$ cat config.mk
export PLATFORM = sky130hd
export DESIGN_NAME = scroll_addr_unit
export DESIGN_NICKNAME = d
export VERILOG_FILES = /design/src/rtl/scroll_pkg.sv /design/src/rtl/sau_write_seq.sv /design/src/rtl/sau_render_ctl.sv /design/src/rtl/sau_vinc.sv /design/src/rtl/scroll_addr_unit.sv
export SDC_FILE = /design/constraint.sdc
export NUM_CORES = 1
export LEC_CHECK = 0
export BUFFER_PORTS_ARGS = -buffer_cell sky130_fd_sc_hd__buf_2
export CAP_MARGIN = 20
export CORE_ASPECT_RATIO = 0.6
export CORE_MARGIN = 10
export CORE_UTILIZATION = 47
export DETAILED_ROUTE_END_ITERATION = 6
export GPL_ROUTABILITY_DRIVEN = 0
export PLACE_DENSITY = 0.82
export SKIP_LAST_GASP = 1
export SYNTH_ARGS = -nofsm -noshare
export SYNTH_HDL_FRONTEND = slang
export SYNTH_SLANG_ARGS = --single-unit
$ cat constraint.sdc
create_clock -name clk -period 1.44 [get_ports clk]
set_input_delay 0.216 -clock clk [delete_from_list [all_inputs] [get_ports clk]]
set_output_delay 0.216 -clock clk [all_outputs]
set_load 0.1 [all_outputs]
$ cat src/rtl/scroll_pkg.sv
`timescale 1ns/1ps
package scroll_pkg;
  localparam int ADDR_W = 15;
  typedef logic [ADDR_W-1:0] vaddr_t;
  typedef enum logic [1:0] {
    REG_CTRL   = 2'd0,
    REG_SCROLL = 2'd1,
    REG_ADDR   = 2'd2,
    REG_NONE   = 2'd3
  } reg_sel_e;

  typedef struct packed {
    logic [2:0] fx;
    vaddr_t     t;
  } wr_res_t;

  // Field effect of one write byte on T and fine X.
  function automatic wr_res_t apply_write(vaddr_t t, logic [2:0] fx,
                                          reg_sel_e sel, logic [7:0] d,
                                          logic second);
    wr_res_t r;
    r.t  = t;
    r.fx = fx;
    case (sel)
      REG_CTRL: r.t[11:10] = d[1:0];
      REG_SCROLL: begin
        if (!second) begin
          r.t[4:0] = d[7:3];
          r.fx     = d[2:0];
        end else begin
          r.t[9:5]   = d[7:3];
          r.t[14:12] = d[2:0];
        end
      end
      REG_ADDR: begin
        if (!second) begin
          r.t[13:8] = d[5:0];
          r.t[14]   = 1'b0;
        end else begin
          r.t[7:0] = d;
        end
      end
      default: ;
    endcase
    return r;
  endfunction
endpackage

$ cat src/rtl/sau_write_seq.sv
`timescale 1ns/1ps
module sau_write_seq
  import scroll_pkg::*;
(
  input  logic       clk,
  input  logic       rst_n,
  input  logic       wr_stb,
  input  logic [1:0] wr_sel,
  input  logic [7:0] wr_data,
  input  logic [7:0] open_bus,
  input  logic       phase_sel,
  output logic       busy,
  output logic       active,
  output reg_sel_e   sel_eff,
  output logic [7:0] bus_eff
);
  logic       busy_q;
  reg_sel_e   sel_q;
  logic [7:0] data_q;
  logic       accept;

  assign accept  = wr_stb && !busy_q;
  assign busy    = busy_q;
  assign active  = accept || busy_q;
  assign sel_eff = busy_q ? sel_q : reg_sel_e'(wr_sel);
  // First clock: bus may still hold the stale byte; second: held real data.
  assign bus_eff = busy_q ? data_q : (phase_sel ? open_bus : wr_data);

  always_ff @(posedge clk or negedge rst_n) begin
    if (!rst_n) begin
      busy_q <= 1'b0;
      sel_q  <= REG_NONE;
      data_q <= '0;
    end else begin
      busy_q <= accept;
      if (accept) begin
        sel_q  <= reg_sel_e'(wr_sel);
        data_q <= wr_data;
      end
    end
  end
endmodule

$ cat src/rtl/sau_render_ctl.sv
`timescale 1ns/1ps
module sau_render_ctl #(
  parameter int DOT_W       = 9,
  parameter int VINC_DOT    = 256,
  parameter int HCOPY_DOT   = 257,
  parameter int VCOPY_FIRST = 280,
  parameter int VCOPY_LAST  = 304
) (
  input  logic             render_en,
  input  logic             visible_line,
  input  logic             prerender_line,
  input  logic [DOT_W-1:0] dot,
  output logic             do_vinc,
  output logic             do_hcopy,
  output logic             do_vcopy
);
  localparam logic [DOT_W-1:0] D_VINC  = DOT_W'(VINC_DOT);
  localparam logic [DOT_W-1:0] D_HCOPY = DOT_W'(HCOPY_DOT);
  localparam logic [DOT_W-1:0] D_VLO   = DOT_W'(VCOPY_FIRST);
  localparam logic [DOT_W-1:0] D_VHI   = DOT_W'(VCOPY_LAST);

  logic live;
  assign live     = render_en && (visible_line || prerender_line);
  assign do_vinc  = live && (dot == D_VINC);
  assign do_hcopy = live && (dot == D_HCOPY);
  assign do_vcopy = render_en && prerender_line && (dot >= D_VLO) && (dot <= D_VHI);
endmodule

$ cat src/rtl/sau_vinc.sv
`timescale 1ns/1ps
module sau_vinc
  import scroll_pkg::*;
#(
  parameter int ROW_LAST = 29
) (
  input  vaddr_t v_in,
  output vaddr_t v_out
);
  localparam logic [4:0] CY_LAST = 5'(ROW_LAST);

  always_comb begin
    v_out = v_in;
    if (v_in[14:12] != 3'd7) begin
      v_out[14:12] = v_in[14:12] + 3'd1;
    end else begin
      v_out[14:12] = 3'd0;
      if (v_in[9:5] == CY_LAST) begin
        v_out[9:5] = 5'd0;
        v_out[11]  = ~v_in[11];
      end else if (v_in[9:5] > CY_LAST) begin
        v_out[9:5] = 5'd0;
      end else begin
        v_out[9:5] = v_in[9:5] + 5'd1;
      end
    end
  end
endmodule

$ cat src/rtl/scroll_addr_unit.sv
`timescale 1ns/1ps
module scroll_addr_unit
  import scroll_pkg::*;
#(
  parameter int DOT_W       = 9,
  parameter int VINC_DOT    = 256,
  parameter int HCOPY_DOT   = 257,
  parameter int VCOPY_FIRST = 280,
  parameter int VCOPY_LAST  = 304,
  parameter int ROW_LAST    = 29
) (
  input  logic             clk,
  input  logic             rst_n,
  input  logic             render_en,
  input  logic             visible_line,
  input  logic             prerender_line,
  input  logic [DOT_W-1:0] dot,
  input  logic             wr_stb,
  input  logic [1:0]       wr_sel,
  input  logic [7:0]       wr_data,
  input  logic [7:0]       open_bus,
  input  logic             phase_sel,
  output logic [14:0]      t_addr,
  output logic [14:0]      v_addr,
  output logic [2:0]       fine_x,
  output logic             wr_toggle
);
  logic [1:0] rst_sync;
  logic       rst_s;

  always_ff @(posedge clk or negedge rst_n) begin
    if (!rst_n) rst_sync <= 2'b00;
    else        rst_sync <= {rst_sync[0], 1'b1};
  end
  assign rst_s = rst_sync[1];

  logic       wr_busy, wr_active;
  reg_sel_e   sel_eff;
  logic [7:0] bus_eff;

  sau_write_seq u_wseq (
    .clk(clk), .rst_n(rst_s), .wr_stb(wr_stb), .wr_sel(wr_sel),
    .wr_data(wr_data), .open_bus(open_bus), .phase_sel(phase_sel),
    .busy(wr_busy), .active(wr_active), .sel_eff(sel_eff), .bus_eff(bus_eff)
  );

  logic do_vinc, do_hcopy, do_vcopy;

  sau_render_ctl #(
    .DOT_W(DOT_W), .VINC_DOT(VINC_DOT), .HCOPY_DOT(HCOPY_DOT),
    .VCOPY_FIRST(VCOPY_FIRST), .VCOPY_LAST(VCOPY_LAST)
  ) u_rctl (
    .render_en(render_en), .visible_line(visible_line),
    .prerender_line(prerender_line), .dot(dot),
    .do_vinc(do_vinc), .do_hcopy(do_hcopy), .do_vcopy(do_vcopy)
  );

  vaddr_t     t_q, v_q, v_stepped, t_live, v_n;
  logic [2:0] fx_q, fx_live;
  logic       tog_q, tog_n;
  wr_res_t    wres;

  sau_vinc #(.ROW_LAST(ROW_LAST)) u_vinc (.v_in(v_q), .v_out(v_stepped));

  // Next-state: T is transparent during a write so reloads see the bus value.
  always_comb begin
    wres    = apply_write(t_q, fx_q, sel_eff, bus_eff, tog_q);
    t_live  = wr_active ? wres.t  : t_q;
    fx_live = wr_active ? wres.fx : fx_q;

    v_n = v_q;
    if (wr_busy && sel_eff == REG_ADDR && tog_q) begin
      v_n = t_live;
    end else begin
      if (do_vinc) v_n = v_stepped;
      if (do_hcopy) begin
        v_n[4:0] = t_live[4:0];
        v_n[10]  = t_live[10];
      end
      if (do_vcopy) begin
        v_n[9:5]   = t_live[9:5];
        v_n[11]    = t_live[11];
        v_n[14:12] = t_live[14:12];
      end
    end

    tog_n = tog_q;
    if (wr_busy && (sel_eff == REG_SCROLL || sel_eff == REG_ADDR)) tog_n = ~tog_q;
  end

  always_ff @(posedge clk or negedge rst_s) begin
    if (!rst_s) begin
      t_q   <= '0;
      fx_q  <= '0;
      v_q   <= '0;
      tog_q <= 1'b0;
    end else begin
      if (wr_active) begin
        t_q  <= t_live;
        fx_q <= fx_live;
      end
      if (wr_busy) tog_q <= tog_n;
      v_q <= v_n;
    end
  end

  assign t_addr    = t_q;
  assign v_addr    = v_q;
  assign fine_x    = fx_q;
  assign wr_toggle = tog_q;
endmodule

# Yosys cells after proc, flatten, opt, wreduce, memory -nomap -nowiden
# Cells that the tools add are included.
op_classes:
  addsub: 2
  order_cmp: 3
  eq_ne: 7
  muxes: 24
  bitwise: 2
  reduce_logical: 22
op_table:
  columns: ["cell", "count"]
  rows:
  - ["15-bit 2-to-1 mux", 3]
  - ["5-bit 2-to-1 mux", 7]
  - ["8-bit 2-to-1 mux", 3]
  - ["10-bit one-hot mux with 2 select lines", 1]
  - ["9-bit equality test (second input constant)", 2]
  - ["1-bit logical AND", 10]
  - ["9-bit greater-or-equal comparator (second input constant)", 1]
  - ["9-bit <= comparator (second input constant)", 1]
  - ["7-bit 2-to-1 mux", 1]
  - ["3-bit 2-to-1 mux", 2]
  - ["3-bit inequality test (second input constant)", 2]
  - ["3-bit one-hot mux with 2 select lines", 1]
  - ["3-bit AND reduction", 2]
  - ["3-bit nonzero test", 2]
  - ["5-bit by 1-bit adder with 5-bit output (second input constant)", 1]
  - ["5-bit equality test (second input constant)", 1]
  - ["5-bit > comparator (second input constant)", 1]
  - ["4-bit 2-to-1 mux", 1]
  - ["2-bit one-hot mux with 2 select lines", 1]
  - ["2-bit AND reduction", 2]
  - ["3-bit by 1-bit adder with 3-bit output (second input constant)", 1]
  - ["1-bit logical OR", 3]
  - ["1-bit 2-to-1 mux", 3]
  - ["2-bit by 1-bit equality test with 1-bit output (second input constant)", 1]
  - ["other kinds (6)", 7]
word_totals:
  reg_bits: 47
  in_bits: 34
  out_inout_bits: 34
  word_cells: 71

# Longest topological paths before layout
depth:
  ltp_word: 7
  depth_mapped: 10
  depth_no_buf: 8

# By module
# A second synthesis with hierarchy kept.
unflattened:
  cells_unflattened: 281
  area_unflattened_um2: 2782.7
by_module_without_submodules:
  columns: ["module", "instances", "cells_each", "area_each_um2", "seq_area_each_um2"]
  rows:
  - ["scroll_addr_unit", 1, 177, 1771.7, 900.9]
  - ["sau_write_seq", 1, 54, 649.4, 277.8]
  - ["sau_vinc", 1, 39, 280.3, 0.0]
  - ["sau_render_ctl", 1, 11, 81.3, 0.0]

# Least setup slack after synthesis
# Ideal clock, no wire load.
synth_timing:
  kind: "register to register"
  from: "register v_q[12], in the netlist v_addr[12]"
  to: "register v_q[6], in the netlist v_addr[6]"
  t_arrival_ns: 2.457
  slack_ns: -1.142
  stages_incl_launch_ff: 7
  path_buffers: 0
  synth_period_minus_slack_ns: 2.582
  path_cell_list: "dfrtp_1 ha_1 ha_1 nor2b_1 and2_4 mux2_1 mux2_2"
synth_via:
  elab_chain_cells: 3
synth_rtl:
  columns: ["item", "line_no", "text"]
  rows:
  - ["start, declared", "scroll_addr_unit.sv:58", "vaddr_t t_q, v_q, v_stepped, t_live, v_n;"]
  - ["start signal, assigned", "scroll_addr_unit.sv:103", "v_q <= v_n;"]
  - ["3-bit inequality test", "sau_vinc.sv:14", "if (v_in[14:12] != 3'd7) begin"]
  - ["3-bit inequality test (no line)", null, null]
  - ["2-bit AND reduction (no line)", null, null]
# Every way passes these cells.
# A chain may end at the register's enable or synchronous reset.

# Final worst setup path
layout_timing:
  from: "register u_wseq.busy_q, in the netlist u_wseq.busy"
  to: "register v_q[2], in the netlist v_addr[2]"
layout_via:
  elab_chain_cells: 6
layout_rtl:
  columns: ["item", "line_no", "text"]
  rows:
  - ["start, declared", "sau_write_seq.sv:17", "logic busy_q;"]
  - ["start signal, assigned", "sau_write_seq.sv:35", "busy_q <= accept;"]
  - ["2-bit 2-to-1 mux (tied with other cells)", "sau_write_seq.sv:25", "assign sel_eff = busy_q ? sel_q : reg_sel_e'(wr_sel);"]
  - ["2-bit equality test (tied with other cells)", "scroll_pkg.sv:24, scroll_addr_unit.sv:72", null]
  - ["10-bit one-hot mux with 2 select lines / 1-bit logical OR (equally long branches)", "scroll_pkg.sv:24, sau_write_seq.sv:24", null]
  - ["15-bit 2-to-1 mux", "scroll_addr_unit.sv:68", "t_live = wr_active ? wres.t : t_q;"]
  - ["5-bit 2-to-1 mux", "scroll_addr_unit.sv:76", "if (do_hcopy) begin"]
  - ["15-bit 2-to-1 mux", "scroll_addr_unit.sv:72", "if (wr_busy && sel_eff == REG_ADDR && tog_q) begin"]
# Several ways; a longest one is shown, not always the timed one.

==> impl_metrics.yaml <==
status:
  status: "finished, violations left"
  violations: "negative setup slack"
routing:
  via_per_inst: 6.46
  drtIter0Drc: 318
  drtAntennaViolNets: 0
  routed_wl_um: 10900
  drc: 0
  vias: 2760
  drtPass1Iterations: 5
  wl_per_cell_um: 25.5
finish:
  postLayoutCellArea_um2: 4130
  antenna_cells: 0
  area_growth_pct: 62.4
  drive_gt1_share_pct: 65.9
  nNetsFinal: 401
  fin_cells: 427
worst_setup_path:
  crit_family: "multiplexers"
  start_kind: "register"
  worstPathCellList: "mux2i_4, inv_2, ha_4, nor2b_4, or3_4, a221o_1, mux2_2"
  end_kind: "register"
  crit_buf_inv: 1
  crit_type: "reg2reg"
  crit_slowest_cell: "dfrtp_2"
  worstPathRequired_ns: 1.64
  cp_max_fo: 4
  critPathArrivalTime_ns: 2.52
  critical_path.max_stage_delay_ns: 0.46
floorplan:
  row_count: 20
  die-area_um2: 8850
  die_h_um: 77.0
  core_area_um2: 5150
  start_util_pct: 49.3
  io_pins: 68
  die_width_um: 115
timing:
  max_slew.worst_pin.slew_ns: 0.571
  fmax_mhz: 431
  skew_ns: 0.0139
  slew_headroom_pct: 61.9
  fin_crit_ns: 2.32
  finalSetupViolations: 45
  slew_violations: 0
  hold_violations: 0
  rsz0062_at_grt: "true"
  fin_ws_ns: -0.880
  fin_hold_ws_ns: 0.159
  period_share_pct: 161
global_route:
  grt_pass1_wl_um: 14400
  antenna_found_initial: 0
  grt_pass1_vias: 2647
  gr-usage-all-layers_pct: 20.1
  grt_start_max_net_pins: 34
  overflow: 0
synth:
  ys_ff_latch: 47
  async_reset_ff_share_pct: 100
  synth_seq_area_share_pct: 46.4
  synth.avg_cell_area_um2: 11.5
  synth_common_cells: "dfrtp_1 (45), mux2_2 (27), nand2_1 (21), mux2i_1 (9), nor2_1 (8)"
  synth_area_leaders: "dfrtp_1 (44%), mux2_2 (12%), mux2i_1 (3.5%)"
  synth_area_um2: 2540
  synth_area_leader_cell: "dfrtp_1"
  ys.flop_type: "dfrtp_1"
  synthMostInstantiatedCell: "dfrtp_1"
  syn_nets: 263
  synth_cell_type_count: 55
  synth.top_cell.area_share_pct: 44.3
  synthCells: 222
  yosysWarnings: 0
  synth_edf_count: 0
clocking:
  cts_htree_levels: 2
  clkLatencyLatePin_ns: 0.32
  numCtsBuffers: 5
  cts.sink_count: 47
  cts_tree: "done"
  clockBufferDepth: 2
  cts_root_buf: "clkbuf_8"
  clkTransAtPathRegs_ns: 0.09
flow_run:
  drv_cap: 0
placement:
  dp_cells: 406
  portBuffers: 67
  dpl-instance-area_um2: 3600
  hpwl_um: 6220
  post-place-ws_ns: -0.887
power_and_ir_drop:
  powerDensity_nw_per_um2: 2210
  finalPower_mw: 9.12
  p_leak_nw: 2.02
  ir_drop_v: 0.00167
hold_path:
  hp-class: "reg2async"
-- registers in the layout (all words and copies together) (netlist names) --
name,cells
fine_x,3
rst_sync,2
t_addr,15
u_wseq.busy,1
u_wseq.data_q,8
u_wseq.sel_q,2
v_addr,15
wr_toggle,1
-- layer usage --
layer	vias to the layer above	routed length [um]	GRT usage, %
met2	246	4890	31.7
met3	71	1200	6.76
met5	-	0	0
met1	1333	4130	24.5
met4	0	676	8.00
li1	1110	-	-
-- through the flow --
stage | setup TNS [ns] | util [%]
6_report | -25.29 | 80.1
3_3_place_gp | -19.76 | 69.9
3_5_place_dp | -23.77 | 69.9
4_1_cts | -21.15 | 76.3
2_1_floorplan | -18.95 | -
5_1_grt | -27.07 | 80.1
-- where the power goes --
part           internal [mW]  leakage [nW]  switching, mW
Sequential              1.79         0.582          0.377
Clock                  0.395        0.0484          0.496
Combinational           1.75          1.39           4.31
Total                   3.94          2.02           5.18
-- timing repair --
item,4_1_cts,5_1_grt
setup buffers,7,8
resized for setup,40,35
hold buffers,1,0
setup endpoints to repair,45,46
endpoints found under the hold margin,2,0
pin swaps,10,16
-- cell usage in the layout (no fill, tap or decap), drive strengths merged, types with 3 or more instances in the layout --
| master | count |
|---|---|
| a21boi | 4 |
| inv | 9 |
| nor2b | 6 |
| nand2 | 21 |
| o2111ai | 3 |
| a21o | 6 |
| o22ai | 5 |
| o21a | 4 |
| dfrtp | 45 |
| mux2i | 11 |
| nor2 | 8 |
| ha | 7 |
| buf | 134 |
| clkbuf | 9 |
| a21oi | 3 |
| o221ai | 6 |
| o21ai | 8 |
| mux2 | 32 |
| and3 | 4 |
| o211ai | 3 |
-- final cells by class --
type                       count  area, um^2
clock buffer                   7        86.3
clock inverter                 1        8.76
fill                         273        1030
inverter                       9        41.3
multi-input combinational    160        1690
sequential                    47        1200
tap                           66        82.6
timing repair buffer         137        1030
-- final timing paths --
kind,from,to,slack [ns],cells after the start
max,u_wseq.busy$_DFF_PN0_,v_addr[2]$_DFFE_PN0P_,-0.88,7
min,rst_sync[1]$_DFF_PN0_,v_addr[1]$_DFFE_PN0P_,0.16,0
max reg2reg,u_wseq.busy$_DFF_PN0_,v_addr[2]$_DFFE_PN0P_,-0.88,7
min reg2reg,rst_sync[1]$_DFF_PN0_,v_addr[1]$_DFFE_PN0P_,0.16,0
max in group asynchronous,rst_sync[1]$_DFF_PN0_,u_wseq.sel_q[0]$_DFFE_PN1P_,0.72,1
min in group clk,wr_data[0],u_wseq.data_q[0]$_DFFE_PN0P_,0.16,2
-- cells by family (layout without fill, tap and decap cells) --
| family | count (synthesis) | count (layout) | synth area share [%] |
|---|---|---|---|
| and+or+nand+nor | 56 | 56 | 11.7 |
| AOI/OAI and AO/OA | 51 | 51 | 15.1 |
| DFF | 47 | 47 | 46.4 |
| muxes | 43 | 43 | 19.6 |
| buffers and inverters | 15 | 154 | 2.95 |
| adders and majority gates | 7 | 7 | 3.44 |
| xor gates and xnor gates | 2 | 2 | 0.689 |
| other | 1 | 1 | 0.147 |
-- worst reg2reg max path, stage by stage (launching register included) --
cell,delay (ns)
dfrtp_2,0.46
mux2i_4,0.34
inv_2,0.09
ha_4,0.17
nor2b_4,0.13
or3_4,0.40
a221o_1,0.35
mux2_2,0.28
(Power assumes the default switching activity.)
